--- src/rtl/prb_pkg.sv ---
package prb_pkg;

    typedef enum logic [1:0] {
        BST_IDLE    = 2'd0,
        BST_PRE_REQ = 2'd1,
        BST_REF_REQ = 2'd2
    } bank_state_e;

    typedef enum logic {
        RCMD_PRE  = 1'b0,
        RCMD_REFB = 1'b1
    } req_cmd_e;

    typedef enum logic [1:0] {
        GCMD_ACT = 2'd0,
        GCMD_RD  = 2'd1,
        GCMD_WR  = 2'd2
    } guard_cmd_e;

    function automatic int max_of(input int a, input int b);
        return (a > b) ? a : b;
    endfunction

endpackage

--- src/rtl/prb_bank_timer.sv ---
module prb_bank_timer
    import prb_pkg::*;
#(
    parameter int TIME_W   = 32,
    parameter int INIT_DL  = 481,
    parameter int LEAD     = 10,
    parameter int INTERVAL = 488
) (
    input  logic              clk,
    input  logic              rst,
    input  logic [TIME_W-1:0] now,
    input  logic              row_open,
    input  logic              grant,
    output logic              pending,
    output req_cmd_e          cmd,
    output logic [TIME_W-1:0] trig_time,
    output logic [TIME_W-1:0] deadline
);

    localparam logic [TIME_W-1:0] STEP = TIME_W'(INTERVAL);

    bank_state_e       state_q;
    logic [TIME_W-1:0] trig_q;
    logic [TIME_W-1:0] dl_q;

    always_ff @(posedge clk) begin
        if (rst) begin
            state_q <= BST_IDLE;
            dl_q    <= TIME_W'(INIT_DL);
            trig_q  <= TIME_W'(INIT_DL - LEAD);
        end else begin
            case (state_q)
                BST_IDLE: begin
                    if (now == trig_q)
                        state_q <= row_open ? BST_PRE_REQ : BST_REF_REQ;
                end
                BST_PRE_REQ: begin
                    if (grant)
                        state_q <= BST_REF_REQ;
                end
                BST_REF_REQ: begin
                    if (grant) begin
                        state_q <= BST_IDLE;
                        trig_q  <= trig_q + STEP;
                        dl_q    <= dl_q + STEP;
                    end
                end
                default: state_q <= BST_IDLE;
            endcase
        end
    end

    assign pending   = (state_q != BST_IDLE);
    assign cmd       = (state_q == BST_PRE_REQ) ? RCMD_PRE : RCMD_REFB;
    assign trig_time = trig_q;
    assign deadline  = dl_q;

    // a bank only waits once its trigger cycle has passed
    a_r2_wait_after_trigger: assert property (@(posedge clk) disable iff (rst)
        (state_q != BST_IDLE) |-> (now > trig_q));

    // an accepted refresh moves both times one interval on
    a_r3_next_interval: assert property (@(posedge clk) disable iff (rst)
        (state_q == BST_REF_REQ && grant) |=>
            (trig_q == $past(trig_q) + STEP) && (dl_q == $past(dl_q) + STEP));

endmodule

--- src/rtl/prb_req_arb.sv ---
module prb_req_arb
    import prb_pkg::*;
#(
    parameter int NUM_BANKS = 8,
    parameter int TIME_W    = 32,
    parameter int BANK_W    = 3
) (
    input  logic [NUM_BANKS-1:0] pending,
    input  req_cmd_e             cmd_in   [NUM_BANKS],
    input  logic [TIME_W-1:0]    trig_in  [NUM_BANKS],
    output logic                 any_valid,
    output logic [BANK_W-1:0]    sel_bank,
    output req_cmd_e             sel_cmd
);

    logic [TIME_W-1:0] best_time;

    always_comb begin
        any_valid = 1'b0;
        sel_bank  = '0;
        sel_cmd   = RCMD_PRE;
        best_time = '0;
        for (int i = 0; i < NUM_BANKS; i++) begin
            if (pending[i] && (!any_valid || trig_in[i] < best_time)) begin
                any_valid = 1'b1;
                sel_bank  = BANK_W'(i);
                sel_cmd   = cmd_in[i];
                best_time = trig_in[i];
            end
        end
    end

endmodule

--- src/rtl/prb_refresh_guard.sv ---
module prb_refresh_guard
    import prb_pkg::*;
#(
    parameter int NUM_BANKS = 8,
    parameter int TIME_W    = 32,
    parameter int BANK_W    = 3,
    parameter int T_RAS     = 34,
    parameter int T_RTP     = 8,
    parameter int T_WL      = 8,
    parameter int T_CCD     = 8,
    parameter int T_WR      = 18,
    parameter int T_RFC_PB  = 90
) (
    input  logic [1:0]        cmd_code,
    input  logic [BANK_W-1:0] bank,
    input  logic [TIME_W-1:0] earliest,
    input  logic [TIME_W-1:0] trig_in [NUM_BANKS],
    input  logic [TIME_W-1:0] dl_in   [NUM_BANKS],
    output logic              blocked,
    output logic [TIME_W-1:0] start
);

    localparam logic [TIME_W-1:0] M_ACT = TIME_W'(T_RAS);
    localparam logic [TIME_W-1:0] M_RD  = TIME_W'(T_RTP);
    localparam logic [TIME_W-1:0] M_WR  = TIME_W'(T_WL + T_CCD + T_WR);
    localparam logic [TIME_W-1:0] M_RFC = TIME_W'(T_RFC_PB);

    logic [TIME_W-1:0] trig_sel;
    logic [TIME_W-1:0] dl_sel;
    logic [TIME_W-1:0] margin;
    logic [TIME_W-1:0] free_at;

    always_comb begin
        trig_sel = trig_in[0];
        dl_sel   = dl_in[0];
        for (int i = 0; i < NUM_BANKS; i++) begin
            if (bank == BANK_W'(i)) begin
                trig_sel = trig_in[i];
                dl_sel   = dl_in[i];
            end
        end
    end

    always_comb begin
        case (guard_cmd_e'(cmd_code))
            GCMD_RD: margin = M_RD;
            GCMD_WR: margin = M_WR;
            default: margin = M_ACT;
        endcase
    end

    assign free_at = dl_sel + M_RFC;
    assign blocked = (earliest + margin >= trig_sel) && (earliest < free_at);
    assign start   = blocked ? free_at : earliest;

endmodule

--- src/rtl/perbank_refresh_sched.sv ---
module perbank_refresh_sched
    import prb_pkg::*;
#(
    parameter int NUM_BANKS = 8,
    parameter int TIME_W    = 32,
    parameter int T_REFI_PB = 488,
    parameter int T_RP      = 10,
    parameter int T_RAS     = 34,
    parameter int T_RTP     = 8,
    parameter int T_WL      = 8,
    parameter int T_CCD     = 8,
    parameter int T_WR      = 18,
    parameter int T_RFC_PB  = 90,
    localparam int BANK_W   = (NUM_BANKS > 1) ? $clog2(NUM_BANKS) : 1
) (
    input  logic                 clk,
    input  logic                 rst,
    input  logic [NUM_BANKS-1:0] bank_open,
    output logic                 req_valid,
    input  logic                 req_ready,
    output logic                 req_cmd,
    output logic [BANK_W-1:0]    req_bank,
    input  logic [1:0]           guard_cmd,
    input  logic [BANK_W-1:0]    guard_bank,
    input  logic [TIME_W-1:0]    guard_earliest,
    output logic                 guard_blocked,
    output logic [TIME_W-1:0]    guard_start,
    output logic [TIME_W-1:0]    now_cycle
);

    localparam int LEAD     = max_of(NUM_BANKS, T_RP);
    localparam int FIRST_DL = T_REFI_PB - (NUM_BANKS - 1);

    logic [TIME_W-1:0]    now_q;
    logic [NUM_BANKS-1:0] pend;
    logic [NUM_BANKS-1:0] grant;
    req_cmd_e             bank_cmd  [NUM_BANKS];
    logic [TIME_W-1:0]    bank_trig [NUM_BANKS];
    logic [TIME_W-1:0]    bank_dl   [NUM_BANKS];
    req_cmd_e             arb_cmd;

    always_ff @(posedge clk) begin
        if (rst) now_q <= '0;
        else     now_q <= now_q + 1'b1;
    end
    assign now_cycle = now_q;

    for (genvar b = 0; b < NUM_BANKS; b++) begin : g_bank
        assign grant[b] = req_valid && req_ready && (req_bank == BANK_W'(b));

        prb_bank_timer #(
            .TIME_W   (TIME_W),
            .INIT_DL  (FIRST_DL + b),
            .LEAD     (LEAD),
            .INTERVAL (T_REFI_PB)
        ) timer_i (
            .clk       (clk),
            .rst       (rst),
            .now       (now_q),
            .row_open  (bank_open[b]),
            .grant     (grant[b]),
            .pending   (pend[b]),
            .cmd       (bank_cmd[b]),
            .trig_time (bank_trig[b]),
            .deadline  (bank_dl[b])
        );
    end

    prb_req_arb #(
        .NUM_BANKS (NUM_BANKS),
        .TIME_W    (TIME_W),
        .BANK_W    (BANK_W)
    ) arb_i (
        .pending   (pend),
        .cmd_in    (bank_cmd),
        .trig_in   (bank_trig),
        .any_valid (req_valid),
        .sel_bank  (req_bank),
        .sel_cmd   (arb_cmd)
    );
    assign req_cmd = arb_cmd;

    prb_refresh_guard #(
        .NUM_BANKS (NUM_BANKS),
        .TIME_W    (TIME_W),
        .BANK_W    (BANK_W),
        .T_RAS     (T_RAS),
        .T_RTP     (T_RTP),
        .T_WL      (T_WL),
        .T_CCD     (T_CCD),
        .T_WR      (T_WR),
        .T_RFC_PB  (T_RFC_PB)
    ) guard_i (
        .cmd_code (guard_cmd),
        .bank     (guard_bank),
        .earliest (guard_earliest),
        .trig_in  (bank_trig),
        .dl_in    (bank_dl),
        .blocked  (guard_blocked),
        .start    (guard_start)
    );

    // an offered request stays put until it is taken
    a_r9_hold_until_taken: assert property (@(posedge clk) disable iff (rst)
        (req_valid && !req_ready) |=>
            (req_valid && $stable(req_bank) && $stable(req_cmd)));

    // an accepted precharge is followed by the same bank's refresh
    a_r8_pre_then_refresh: assert property (@(posedge clk) disable iff (rst)
        (req_valid && req_ready && req_cmd == RCMD_PRE) |=>
            (req_valid && req_bank == $past(req_bank) && req_cmd == RCMD_REFB));

    // a pushed command always lands later than asked
    a_r5_push_is_later: assert property (@(posedge clk) disable iff (rst)
        guard_blocked |-> (guard_start > guard_earliest));

    // an unblocked command keeps its own cycle
    a_r5_free_keeps_time: assert property (@(posedge clk) disable iff (rst)
        !guard_blocked |-> (guard_start == guard_earliest));

    // the cycle counter moves by one every cycle
    a_r10_time_steps: assert property (@(posedge clk) disable iff (rst)
        !$past(rst) |-> (now_q == $past(now_q) + 1'b1));

endmodule

--- config.mk ---
export PLATFORM = sky130hd
export DESIGN_NAME = perbank_refresh_sched
export DESIGN_NICKNAME = d
export VERILOG_FILES = /design/src/rtl/prb_pkg.sv /design/src/rtl/prb_bank_timer.sv /design/src/rtl/prb_req_arb.sv /design/src/rtl/prb_refresh_guard.sv /design/src/rtl/perbank_refresh_sched.sv
export SDC_FILE = /design/constraint.sdc
export NUM_CORES = 2
export LEC_CHECK = 0
export BUFFER_PORTS_ARGS = -buffer_cell sky130_fd_sc_hd__buf_2
export CAP_MARGIN = 20
export CORE_MARGIN = 4
export CORE_UTILIZATION = 40
export DETAILED_ROUTE_END_ITERATION = 12
export GPL_TIMING_DRIVEN = 0
export SYNTH_ARGS = -nofsm -noshare
export SYNTH_HDL_FRONTEND = slang
export SYNTH_SLANG_ARGS = --single-unit
--- constraint.sdc ---
create_clock -name clk -period 41.2 [get_ports clk]
set_clock_uncertainty 0.2 [all_clocks]
set_input_delay 6.18 -clock clk [delete_from_list [all_inputs] [get_ports clk]]
set_output_delay 6.18 -clock clk [all_outputs]
set_load 0.005 [all_outputs]
### After elaboration in Yosys (flattened, before gate mapping)

Cells that the tools add are included.

| word-level totals | value |
|---|---|
| input port bits | 48 |
| flip-flop bits (word level) | 560 |
| output and inout port bits | 70 |

| cells by class | value |
|---|---|
| eq/ne operators | 63 |
| order comparisons | 9 |
| add/subtract/negate cells | 19 |
| multiplexer cells | 94 |
| reductions and logical operators | 64 |

Operators with widths:

| kind | count |
|---|---|
| $mux W32 | 22 |
| $add A32 B9 Y32 const B | 16 |
| $eq A32 B32 Y1 | 8 |
| $lt A32 B32 Y1 | 8 |
| $mux W2 | 34 |
| $ne A2 B1 Y1 const B | 24 |
| $pmux W2 S3 | 8 |
| $add A32 B1 Y32 const B | 1 |
| $add A32 B6 Y32 | 1 |
| $add A32 B7 Y32 const B | 1 |
| $ge A32 B32 Y1 | 1 |
| $mux W1 | 25 |
| $eq A3 B3 Y1 const B | 8 |
| $reduce_and A3 Y1 | 8 |
| $eq A2 B1 Y1 const B | 9 |
| $logic_and A1 B1 Y1 | 17 |
| $eq A2 B2 Y1 const B | 8 |
| $logic_not A2 Y1 | 8 |
| $reduce_and A2 Y1 | 8 |
| $reduce_bool A2 Y1 | 8 |
| $eq A3 B2 Y1 const B | 4 |
| $mux W3 | 4 |
| $logic_not A1 Y1 | 7 |
| $logic_or A1 B1 Y1 | 7 |
| other kinds (3) | 4 |

### Longest topological paths before layout

| depth | value |
|---|---|
| depth in word-level cells | 34 |
| mapped depth | 92 |
| gate-level depth less buffers | 72 |

### By module

Synthesis repeated with hierarchy kept, for this count alone.

| unflattened totals | value |
|---|---|
| cells, all modules | 5237 |
| area, all modules | 42040.3 sq um |

By module, submodules not included:

| module | area each (sq um) | cells each | instances | seq. area each (sq um) |
|---|---|---|---|---|
| prb_refresh_guard | 7961.4 | 1091 | 1 | 0.0 |
| prb_req_arb | 7738.7 | 1101 | 1 | 0.0 |
| prb_bank_timer at g_bank[2].timer_i ... | 3056.7 | 356 | 2 | 1201.2 |
| prb_bank_timer at g_bank[0].timer_i | 3186.8 | 355 | 1 | 1201.2 |
| prb_bank_timer at g_bank[1].timer_i | 3138.0 | 351 | 1 | 1201.2 |
| prb_bank_timer at g_bank[6].timer_i | 3123.0 | 366 | 1 | 1201.2 |
| prb_bank_timer at g_bank[5].timer_i | 3115.5 | 367 | 1 | 1201.2 |
| prb_bank_timer at g_bank[4].timer_i | 3072.9 | 357 | 1 | 1201.2 |
| prb_bank_timer at g_bank[7].timer_i | 3059.2 | 354 | 1 | 1201.2 |
| perbank_refresh_sched | 1531.5 | 183 | 1 | 640.6 |

### Worst setup path before layout

No wires, ideal clock.

| timing | value |
|---|---|
| kind | flip-flop to output port |
| start | reg g_bank[0].timer_i.state_q[1] |
| end | out req_bank[1] |
| required time | 34.820 ns |
| arrival time | 17.037 ns |
| stages on the path, launching flop included | 85 |
| slack | 17.783 ns |
| cells stage by stage | dfxtp_1 -> buf_4 -> or2_2 -> clkbuf_1 -> clkbuf_1 -> clkbuf_1 -> nand2_1 -> ha_1 -> and4_1 -> o21ai_1 -> a311oi_1 -> o311a_1 -> nor2_1 -> o21ai_0 -> clkbuf_1 -> buf_2 -> mux2i_1 -> inv_1 -> (+49 left out) -> or3_1 -> inv_1 -> o2111ai_1 -> o211a_1 -> buf_2 -> clkbuf_1 -> a222oi_1 -> ha_1 -> a21o_1 -> a21o_1 -> a21o_1 -> a211o_1 -> a2111oi_0 -> o21ai_0 -> or4_1 -> nor2_1 -> nor2_1 -> o211ai_1 |

| on the way | value |
|---|---|
| longest elaborated chain between the ends | 30 |
| elaborated cells between the ends (all ways) | 49 |
| those cells by class | order compare (7); mux (20); reduce/logical (22) |

Ends and longest elaborated chain:

| element | RTL line | text |
|---|---|---|
| start, declared | prb_bank_timer.sv:22 | `bank_state_e state_q;` |
| start signal, assigned | prb_bank_timer.sv:35 | `state_q <= row_open ? BST_PRE_REQ : BST_REF_REQ;` |
| $reduce_bool A2 Y1 (*) | prb_bank_timer.sv:53 | `assign pending = (state_q != BST_IDLE);` |
| $mux W32 or $mux W1 (tied branches) | prb_req_arb.sv:24 | `if (pending[i] && (!any_valid \|\| trig_in[i] < best_time)) begin` |
| $lt A32 B32 Y1 or $logic_not A1 Y1 (tied branches) | prb_req_arb.sv:24 |  |
| $logic_or A1 B1 Y1 | prb_req_arb.sv:24 |  |
| $logic_and A1 B1 Y1 | prb_req_arb.sv:24 |  |
| $mux W32 or $mux W1 (tied branches) | prb_req_arb.sv:24 |  |
| $lt A32 B32 Y1 or $logic_not A1 Y1 (tied branches) | prb_req_arb.sv:24 |  |
| $logic_or A1 B1 Y1 | prb_req_arb.sv:24 |  |
| (+14 left out) | -- |  |
| $lt A32 B32 Y1 or $logic_not A1 Y1 (tied branches) | prb_req_arb.sv:24 |  |
| $logic_or A1 B1 Y1 | prb_req_arb.sv:24 |  |
| $logic_and A1 B1 Y1 | prb_req_arb.sv:24 |  |
| $mux W32 or $mux W1 (tied branches) | prb_req_arb.sv:24 |  |
| $lt A32 B32 Y1 or $logic_not A1 Y1 (tied branches) | prb_req_arb.sv:24 |  |
| $logic_or A1 B1 Y1 | prb_req_arb.sv:24 |  |
| $logic_and A1 B1 Y1 | prb_req_arb.sv:24 |  |
| $mux W3 (*) | prb_req_arb.sv:24 |  |
| end, declared | perbank_refresh_sched.sv:22 | `output logic [BANK_W-1:0] req_bank,` |

Every way passes the cells marked *; elsewhere a longest branch is shown, timed or not.

### Final worst setup path

| timing | value |
|---|---|
| start | reg g_bank[0].timer_i.state_q[0] |
| end | out req_bank[0] |

Same word-level chain as after synthesis.

==> out/qor.csv <==
metric,value,unit
path_max_fanout,10,
cp.arrival,27.96,ns
peakVddDrop,0.02691,mV
yosys.area.top_type,dfxtp_1,
fillCellCount,10570,
cts_tree,yes,
netlist_top_cells_area,"dfxtp_1 25%, ha_1 8.8%, a21oi_1 5.3%",
period_minus_slack,34.34,ns
setup_viol,0,
antenna_found_initial,15,
ctsResizeCount,0,
num_vias,45618,
synthCells,5313,
slew_violations,0,
leakage,16.66,nW
area.growth.synth_to_final,12.25,%
start_kind,register,
rsz0062_at_grt,false,
synth_area,41600,µm²
ant_nets,0,
hpwl,164600,µm
synth.distinct_cells,88,
viasPerCell,6.547,
syn_nets,5652,
clock.fmax,29.12,MHz
insertion_delay,0.67,ns
status,completed,
min_period_over_period,0.8334,
maxCapViolations,0,
synth_ff_type,dfxtp_1,
die_width,330.5,µm
overflow,0,
grt_max_degree,12,
yosys_warnings,0,
ff2ff_setup_slack,11.85,ns
cts_num_sinks,512,
final_cells,6968,
cts_buffers,69,
path_class,reg -> out,
io_pins,118,
timing.setup.tns,0,ns
start_util,0.4026,
synth_edf_count,0,
worst_pin_slew,1.299,ns
htree_levels,3,
synth_seq_area_share,0.2464,
ys_ff_latch,512,
power_density,26.84,nW/µm²
post_cts_buffers,0,
grtUsageTotal,0.3625,
first_pass_iters,9,
holdCritPathClass,reg -> reg,
dp.cells,6829,
port_buffers,114,
crit_slowest_cell,a221oi_1,
drive_above_1_share,0.09070,
ys_async_sr_fraction,0,
finalPower,0.001253,W
drt_first_iter_violations,6650,
synth.avg_cell_area,7.831,µm²
cts.path.max_buffers,3,
finalHoldViolations,0,
critPathMostFrequentCell,clkbuf_1,
drc_errors,0,
grt_pass1_vias,41098,
end_kind,primary output,
maxSlewHeadroom,0.1119,
ctsHoldBuffers,0,
nNetsFinal,5868,
rows,118,
worstPathRequired,34.82,ns
path_clk_slew,0.05,ns
dieArea,109200,µm²
critPathMaxStageDelay,1.04,ns
synthDominantCellAreaShare,0.2464,
place_congestion,1.048,
layout_setup_ws,6.862,ns
finalWirelength,206200,µm
die_h,330.5,µm
core-area,103300,µm²
post_drt_wl_per_cell,29.60,µm
grt_pass1_wl,290600,µm
preCtsSetupSlack,9.076,ns
clockRootBuffer,clkbuf_16,
cells in the mapped netlist, types with 27 or more instances:
| master | n |
|---|---|
| xnor2_1 | 206 |
| or4_1 | 172 |
| ha_1 | 291 |
| inv_1 | 240 |
| a21o_1 | 41 |
| nand2_1 | 347 |
| buf_1 | 39 |
| nand2b_1 | 27 |
| nor3_1 | 77 |
| nor2b_1 | 47 |
| a21oi_1 | 443 |
| mux2_2 | 162 |
| nand4_1 | 163 |
| and4_1 | 29 |
| or3_1 | 181 |
| clkbuf_1 | 339 |
| a222oi_1 | 60 |
| xor2_1 | 169 |
| a211oi_1 | 36 |
| mux2i_1 | 115 |
| and3_1 | 104 |
| o31ai_1 | 177 |
| nand3_1 | 203 |
| o22ai_1 | 28 |
| o221ai_1 | 42 |
| buf_2 | 29 |
| dfxtp_1 | 512 |
| o21ai_0 | 324 |
| nor4_1 | 85 |
| nor2_1 | 259 |
| and2_1 | 31 |
area by class of cell:
type / count / area (µm²) / share of cell area
timing repair buffer: 145 / 1016 / 0.02175
tap: 1380 / 1727 / 0.03697
inverter: 242 / 908.4 / 0.01945
clock buffer: 96 / 1968 / 0.04214
multi-input combinational: 4144 / 28830 / 0.6172
sequential: 512 / 10250 / 0.2195
antenna: 9 / 22.52 / 0.0004822
clock inverter: 25 / 350.3 / 0.007501
buffer: 415 / 1637 / 0.03504
path summary, 6_finish.rpt:
kind,startpoint,endpoint,depth (start not counted)
max,g_bank[0].timer_i.state_q[0],req_bank[0],85
min reg2reg,g_bank[3].timer_i.deadline[31],g_bank[3].timer_i.deadline[31],2
max reg2reg,g_bank[0].timer_i.state_q[0],g_bank[3].timer_i.deadline[28],87
min,g_bank[3].timer_i.deadline[31],g_bank[3].timer_i.deadline[31],2
critical path, delay by kind of cell, from the launching register on:
kind	cells	cell delay (ns)
compound gates	23	7.79
simple gates	30	7.58
buf+inv	20	7.39
fa+ha+maj	7	2.01
mux	5	1.95
flops	1	0.51
power breakdown:
part / switching, W / internal [W] / total [W]
Sequential: 0.000000445 / 0.000495 / 0.000496
Combinational: 0.0000839 / 0.0000365 / 0.000120
Clock: 0.000263 / 0.000374 / 0.000637
Total: 0.000347 / 0.000906 / 0.00125
layout by cell type, fill, tap and decap left out, types with 162 or more instances in the layout:
master    Yosys  layout
nand3_1     203     203
inv_1       240     240
nand4_1     163     163
or3_1       181     181
mux2_2      162     162
o21ai_0     324     324
or4_1       172     172
dfxtp_1     512     512
o31ai_1     177     177
nor2_1      259     259
nand2_1     347     347
a21oi_1     443     443
ha_1        291     291
clkbuf_1    339     350
xnor2_1     206     206
xor2_1      169     169
routing by layer:
metal | share of wire | GRT usage
met4 | 0.068 | 0.2037
met2 | 0.41 | 0.5309
met1 | 0.41 | 0.4888
met5 | 0.00016 | 0
met3 | 0.11 | 0.08457
per-stage QoR:
stage	hold WS [ns]	utilization	instance area, µm²
2_1_floorplan	0.2484	-	41600
3_3_place_gp	0.2643	0.4248	43900
3_5_place_dp	0.2702	0.4283	44270
4_1_cts	0.2801	0.4508	46590
5_1_grt	0.2959	0.4517	46680
6_report	0.2863	0.4519	46700
sequential cells by signal, indices dropped and copies added, names as in the netlist:
register / flops
g_bank.timer_i.deadline: 232
g_bank.timer_i.state_q: 16
g_bank.timer_i.trig_time: 232
now_cycle: 32
cell families (layout without fill, tap and decap cells):
logic type	count (synthesis)	after routing	share of synthesized area
AO/OA/AOI/OAI	1384	1384	0.2132
XOR/XNOR	375	375	0.07894
adder cells (fa/ha/maj)	291	291	0.08751
buffers and inverters	657	923	0.06111
flip-flops	512	512	0.2464
multiplexers	284	284	0.07476
other	0	9	0
AND/OR/NAND/NOR	1810	1810	0.2381
(Power assumes the default switching activity.)
